## config.mk

```make
export PLATFORM = sky130hd
export DESIGN_NAME = irq_map_ctrl
export DESIGN_NICKNAME = d
export VERILOG_FILES = /design/src/rtl/irq_map_pkg.sv /design/src/rtl/irq_reg_decode.sv /design/src/rtl/irq_map_bank.sv /design/src/rtl/irq_gate.sv /design/src/rtl/irq_map_ctrl.sv
export SDC_FILE = /design/constraint.sdc
export NUM_CORES = 1
export LEC_CHECK = 0
export ABC_CLOCK_PERIOD_IN_PS = 3150
export BUFFER_PORTS_ARGS = -buffer_cell sky130_fd_sc_hd__buf_2
export CELL_PAD_IN_SITES_DETAIL_PLACEMENT = 2
export CELL_PAD_IN_SITES_GLOBAL_PLACEMENT = 2
export CORE_ASPECT_RATIO = 1.2
export CORE_MARGIN = 5
export CORE_UTILIZATION = 25
export CTS_BUF_LIST = sky130_fd_sc_hd__clkbuf_16
export CTS_CLUSTER_SIZE = 14
export DETAILED_ROUTE_END_ITERATION = 8
export GPL_ROUTABILITY_DRIVEN = 0
export PLACE_DENSITY = 0.78
export SYNTH_ARGS = -nofsm -noshare
export SYNTH_HDL_FRONTEND = slang
export SYNTH_HIERARCHICAL = 1
export SYNTH_SLANG_ARGS = --single-unit
```

## constraint.sdc

```tcl
create_clock -name clk_i -period 3.15 [get_ports clk_i]
set_input_delay 0 -clock clk_i [delete_from_list [all_inputs] [get_ports clk_i]]
set_output_delay 0 -clock clk_i [all_outputs]
set_load 0.01 [all_outputs]
```

## src/rtl/irq_map_pkg.sv

```systemverilog
`timescale 1ns/1ps
package irq_map_pkg;
  localparam int SLOT_W = 5;
  localparam int REG_W  = 32;

  typedef enum logic [2:0] {
    SEL_NONE,
    SEL_PCI_MAP,
    SEL_AUX_MAP,
    SEL_PCI_CLR,
    SEL_AUX_CLR
  } sel_e;

  // fixed interrupt numbers held in bits 30:0
  function automatic logic [REG_W-2:0] slot_map_num(int i);
    return 31'(32'h7C0 | (i << 2));
  endfunction

  function automatic logic [REG_W-2:0] aux_map_num(int i);
    return 31'(32'h7E0 + i);
  endfunction
endpackage

```

## src/rtl/irq_reg_decode.sv

```systemverilog
`timescale 1ns/1ps
module irq_reg_decode
  import irq_map_pkg::*;
#(
  parameter int ADDR_W    = 12,
  parameter int PCI_MAPS  = 8,
  parameter int AUX_MAPS  = 32,
  parameter int PCI_LINES = 32,
  parameter int AUX_LINES = 16
) (
  input  logic [ADDR_W-1:0] addr_i,
  output sel_e              sel_o,
  output logic [SLOT_W-1:0] slot_o
);
  localparam int REGION_LSB = SLOT_W + 3;

  logic [1:0] region;
  logic       in_window;
  logic       unused_lsb;

  assign region     = addr_i[REGION_LSB+1:REGION_LSB];
  assign slot_o     = addr_i[REGION_LSB-1:3];
  assign in_window  = (addr_i[ADDR_W-1:REGION_LSB+2] == '0);
  assign unused_lsb = ^addr_i[1:0];

  always_comb begin
    sel_o = SEL_NONE;
    if (in_window && addr_i[2]) begin
      unique case (region)
        2'd0: if (int'(slot_o) < PCI_MAPS)  sel_o = SEL_PCI_MAP;
        2'd1: if (int'(slot_o) < AUX_MAPS)  sel_o = SEL_AUX_MAP;
        2'd2: if (int'(slot_o) < PCI_LINES) sel_o = SEL_PCI_CLR;
        default: if (int'(slot_o) < AUX_LINES) sel_o = SEL_AUX_CLR;
      endcase
    end
  end
endmodule

```

## src/rtl/irq_map_bank.sv

```systemverilog
`timescale 1ns/1ps
module irq_map_bank
  import irq_map_pkg::*;
#(
  parameter int N      = 8,
  parameter bit IS_AUX = 1'b0
) (
  input  logic              clk_i,
  input  logic              rst_ni,
  input  logic              wr_i,
  input  logic [SLOT_W-1:0] slot_i,
  input  logic              wbit_i,
  output logic [N-1:0]      en_o,
  output logic [REG_W-1:0]  rd_o
);
  logic [N-1:0] en_q;

  for (genvar i = 0; i < N; i++) begin : g_reg
    always_ff @(posedge clk_i or negedge rst_ni) begin
      if (!rst_ni) en_q[i] <= 1'b0;
      else if (wr_i && slot_i == SLOT_W'(i)) en_q[i] <= wbit_i;
    end
  end

  always_comb begin
    rd_o = '0;
    for (int i = 0; i < N; i++) begin
      if (slot_i == SLOT_W'(i))
        rd_o = {en_q[i], IS_AUX ? aux_map_num(i) : slot_map_num(i)};
    end
  end

  assign en_o = en_q;
endmodule

```

## src/rtl/irq_gate.sv

```systemverilog
`timescale 1ns/1ps
module irq_gate #(
  parameter int N = 48
) (
  input  logic         clk_i,
  input  logic         rst_ni,
  input  logic [N-1:0] irq_i,
  input  logic [N-1:0] en_i,
  input  logic [N-1:0] clr_i,
  output logic [N-1:0] vec_o
);
  logic [N-1:0] vec_q;

  // clear wins for exactly one sample, then the level is taken again
  always_ff @(posedge clk_i or negedge rst_ni) begin
    if (!rst_ni) vec_q <= '0;
    else         vec_q <= irq_i & en_i & ~clr_i;
  end

  assign vec_o = vec_q;
endmodule

```

## src/rtl/irq_map_ctrl.sv

```systemverilog
`timescale 1ns/1ps
module irq_map_ctrl
  import irq_map_pkg::*;
#(
  parameter int ADDR_W        = 12,
  parameter int PCI_MAPS      = 8,
  parameter int LINES_PER_MAP = 4,
  parameter int AUX_MAPS      = 32,
  parameter int AUX_LINES     = 16
) (
  input  logic                                        clk_i,
  input  logic                                        rst_ni,
  input  logic                                        we_i,
  input  logic [ADDR_W-1:0]                           addr_i,
  input  logic [REG_W-1:0]                            wdata_i,
  output logic [REG_W-1:0]                            rdata_o,
  input  logic [PCI_MAPS*LINES_PER_MAP+AUX_LINES-1:0] irq_i,
  output logic [PCI_MAPS*LINES_PER_MAP+AUX_LINES-1:0] vec_o
);
  localparam int PCI_LINES = PCI_MAPS * LINES_PER_MAP;
  localparam int N_OUT     = PCI_LINES + AUX_LINES;

  sel_e              sel;
  logic [SLOT_W-1:0] slot;
  logic [PCI_MAPS-1:0] pci_en;
  logic [AUX_MAPS-1:0] aux_en;
  logic [REG_W-1:0]  pci_rd, aux_rd;
  logic [N_OUT-1:0]  line_en, clr_vec;
  logic              unused_wdata;

  assign unused_wdata = ^wdata_i[REG_W-2:0];

  irq_reg_decode #(
    .ADDR_W(ADDR_W), .PCI_MAPS(PCI_MAPS), .AUX_MAPS(AUX_MAPS),
    .PCI_LINES(PCI_LINES), .AUX_LINES(AUX_LINES)
  ) u_dec (
    .addr_i(addr_i), .sel_o(sel), .slot_o(slot)
  );

  irq_map_bank #(.N(PCI_MAPS), .IS_AUX(1'b0)) u_pci_bank (
    .clk_i(clk_i), .rst_ni(rst_ni),
    .wr_i(we_i && sel == SEL_PCI_MAP), .slot_i(slot),
    .wbit_i(wdata_i[REG_W-1]), .en_o(pci_en), .rd_o(pci_rd)
  );

  irq_map_bank #(.N(AUX_MAPS), .IS_AUX(1'b1)) u_aux_bank (
    .clk_i(clk_i), .rst_ni(rst_ni),
    .wr_i(we_i && sel == SEL_AUX_MAP), .slot_i(slot),
    .wbit_i(wdata_i[REG_W-1]), .en_o(aux_en), .rd_o(aux_rd)
  );

  // per-line routing of enables and clear strobes
  for (genvar i = 0; i < N_OUT; i++) begin : g_line
    if (i < PCI_LINES) begin : g_pci
      assign line_en[i] = pci_en[i / LINES_PER_MAP];
      assign clr_vec[i] = we_i && sel == SEL_PCI_CLR && slot == SLOT_W'(i);
    end else begin : g_aux
      assign line_en[i] = aux_en[i - PCI_LINES];
      assign clr_vec[i] = we_i && sel == SEL_AUX_CLR && slot == SLOT_W'(i - PCI_LINES);
    end
  end

  if (AUX_MAPS > AUX_LINES) begin : g_spare
    logic unused_spare;
    assign unused_spare = ^aux_en[AUX_MAPS-1:AUX_LINES];
  end

  irq_gate #(.N(N_OUT)) u_gate (
    .clk_i(clk_i), .rst_ni(rst_ni), .irq_i(irq_i),
    .en_i(line_en), .clr_i(clr_vec), .vec_o(vec_o)
  );

  always_comb begin
    unique case (sel)
      SEL_PCI_MAP: rdata_o = pci_rd;
      SEL_AUX_MAP: rdata_o = aux_rd;
      default:     rdata_o = '0;
    endcase
  end
endmodule

```

==> impl_metrics.ini <==
[synth]
synthCells = 527
synth_compound_area_frac = 0.0908
synth-simple-area-share = 0.273
yosysWarnings = 6
synth-edff-count = 0
yosysSeqAreaShare = 0.402
synthMuxAreaShare = 0.104
synthAdderAreaFrac = 0.00457
async_reset_ff_frac = 1.00
synth.area.top_cells = dfrtp_1, buf_4, and3b_1
synth_top_area_share = 0.402
avgSynthCellArea_um2 = 10.4
synth_top_family_by_area = simple AND/OR/NAND/NOR gates
netlist_area_um2 = 5470
synth_flop_cell = dfrtp_1
synth-seq-cells = 88
synth.distinct_cells = 61
synth_xor_xnor_area_share = 0
synth_top_cell_by_area = dfrtp_1

[min_path]
whs_endpoint = u_pci_bank/en_o[4]
hold_path_depth = 4
holdCritStartpoint = we_i
hold_class = in2reg

[run_status]
status = finished, final reports clean

[placed_design]
dpl-instance-area_um2 = 6070
io_buffers = 121
pre_cts_slack_ps = 666
dp_hpwl_mm = 12.8

[global_route]
antenna_found_initial = 2
grt_pass1_vias = 5014
track_usage = 0.149
grt_pass1_wl_mm = 29.7
grt_max_degree = 53
gr-total-overflow = 0

[worst_setup_path]
reg2reg_depth = 1
max_stage_delay_ps = 520
path_buf_inv = 1
r2r-end = u_pci_bank/en_o[4]
path_delay_family = compound AO/OA/AOI/OAI gates
path_class = reg2out
cp_slowest_cell = a2111oi_0
r2r_setup_slack_ps = 2210
crit_chain = nor2b_1 > a2111oi_0 > nor4b_1 > a21oi_1 > a211o_1 > a21oi_1 > a22o_1 > buf_2
crit_path_start_kind = flip-flop
crit_arrival_ps = 2310
cp-end-kind = output port
timing.rr.start = u_pci_bank/en_o[4]
cp.required_ps = 3150
cp_common_cell = a21oi_1
crit_fanout = 3

[drt]
wl_per_cell_um = 19.8
wl_met2_mm = 10.3
drcViolationCount = 0
vias = 4508
antenna_left = 0
wl_met1_mm = 7.56
drt-total-wl_mm = 18.9
dr.pass1.iters = 4
wl_met3_um = 785
top_layer = met4
vias_per_cell = 4.73
first_iter_violations = 169

[die]
start_util = 0.253
die_width_um = 145
die_h_um = 172
num_rows = 59
dieArea_um2 = 25000
io_pins = 175
core_um2 = 21600

[timing]
tns_ps = 0
post-route-period-util = 0.735
fmax_ghz = 0.432
fin_crit_ps = 2310
hold_viol_final = 0
skew_ps = 8.09
slew_headroom = 0.486
fin_ws_ps = 836
rsz0062_at_grt = false
drv_slew = 0
setup_viol = 0
worst_pin_slew_ps = 770

[pwr]
ir_worst_vdd_mv = 0.301
p_leak_uw = 0.00335
power_per_cell_area_nw_per_um2 = 375

[clocking]
clock_latency_ps = 340
clockBufferDepth = 2
cts_root_buf = clkbuf_16
numCtsBuffers = 9
cts_tree = done
cts.sinks = 88
cts_max_level = 3
cts-resized-gates = 0
path_clk_slew_ps = 60

[cells_and_area]
nFillCells = 2385
final_area_um2 = 6860
utilization = 0.317
syn2layout_area_growth_pct = 25.4
drive_gt1_frac = 0.307
final_net_count = 769

[flow_run]
maxCapViolCount = 0
## Yosys cell counts, types with 4 or more instances
master / count
nand3_1: 8
a21oi_1: 5
nand3b_1: 4
mux2_1: 9
o21ai_0: 4
nand2b_1: 4
buf_6: 5
and3b_1: 49
nor2_1: 34
nor3_1: 50
o22ai_1: 5
mux2i_1: 7
mux2_2: 31
buf_2: 18
buf_4: 61
nor3_2: 9
clkbuf_1: 10
a22o_1: 32
nand4b_1: 5
inv_1: 5
dfrtp_1: 88
nand2_1: 18
nand4bb_1: 7
nor2b_1: 8
## metal layers
layer  vias up  global-route usage
li1       2093                   -
met1      2292               0.165
met2       109               0.290
met3        14              0.0333
met4         0              0.0333
met5         -                   0
## metrics by stage
step	hold WS, ps	cells	power (uW)
floorplan	-296	573	1390
global placement	84.0	886	1450
detailed placement	88.5	886	1460
CTS	197	951	2600
global route	230	952	2690
finish	207	953	2580
## sequential cells by signal (all words and copies together), names as in the netlist
register	flops
u_gate/vec_o	48
u_aux_bank/en_o	32
u_pci_bank/en_o	8
## how the worst max path moves through the flow
stage,start,end,depth (start not counted)
3_5_place_dp,addr_i[11],u_aux_bank/en_o[11],8
4_1_cts,u_aux_bank/en_o[8],rdata_o[31],8
3_3_place_gp,addr_i[11],u_aux_bank/en_o[7],8
6_report,u_aux_bank/en_o[8],rdata_o[31],8
2_1_floorplan,addr_i[8],u_pci_bank/en_o[1],10
5_1_grt,u_aux_bank/en_o[8],rdata_o[31],8
## report_power, final
group	leakage (uW)	internal, uW	switching (uW)
combinational	0.00199	140	189
clock	0.000143	615	467
sequential	0.00122	1150	14.4
## worst min-delay path: cells and delay by family
kind,cells,cell delay (ps)
and+or+nand+nor,2,270
buffers and inverters,1,120
muxes,1,120
## final cells by class
| cell class | count | area (um^2) | area share |
|---|---|---|---|
| Multi-Input combinational cell | 383 | 2790 | 0.406 |
| Sequential cell | 88 | 2200 | 0.321 |
| Timing Repair Buffer | 184 | 1200 | 0.175 |
| Tap cell | 274 | 343 | 0.0500 |
| Clock buffer | 9 | 225 | 0.0328 |
| Clock inverter | 7 | 71.3 | 0.0104 |
| Inverter | 6 | 22.5 | 0.00328 |
| Antenna cell | 2 | 5.00 | 0.000730 |
## cell families (layout without fill, tap and decap cells)
group | Yosys count | count (layout)
AOI/OAI and AO/OA | 59 | 59
adders and majority gates | 2 | 2
buffers and inverters | 102 | 206
DFF | 88 | 88
muxes | 49 | 49
other | 3 | 51
and+or+nand+nor | 224 | 224
## layout by cell type, fill, tap and decap left out, types with 5 or more instances in the layout
| master | count |
|---|---|
| nand2_1 | 18 |
| mux2_2 | 31 |
| inv_1 | 6 |
| nand4bb_1 | 7 |
| dfrtp_1 | 88 |
| buf_4 | 15 |
| a22o_1 | 32 |
| nor3_2 | 9 |
| mux2_1 | 9 |
| conb_1 | 49 |
| mux2i_1 | 7 |
| clkbuf_16 | 9 |
| dlygate4sd3_1 | 49 |
| nor2_1 | 34 |
| nor3_1 | 50 |
| and3b_1 | 49 |
| nor2b_1 | 8 |
| nand4b_1 | 5 |
| buf_2 | 120 |
| nand3_1 | 8 |
| o22ai_1 | 5 |
## repair_timing
item	CTS	global route
hold buffers	49	0
endpoints found under the hold margin	98	0
setup buffers	0	0
Note: power is estimated with default switching activity, not from simulation.
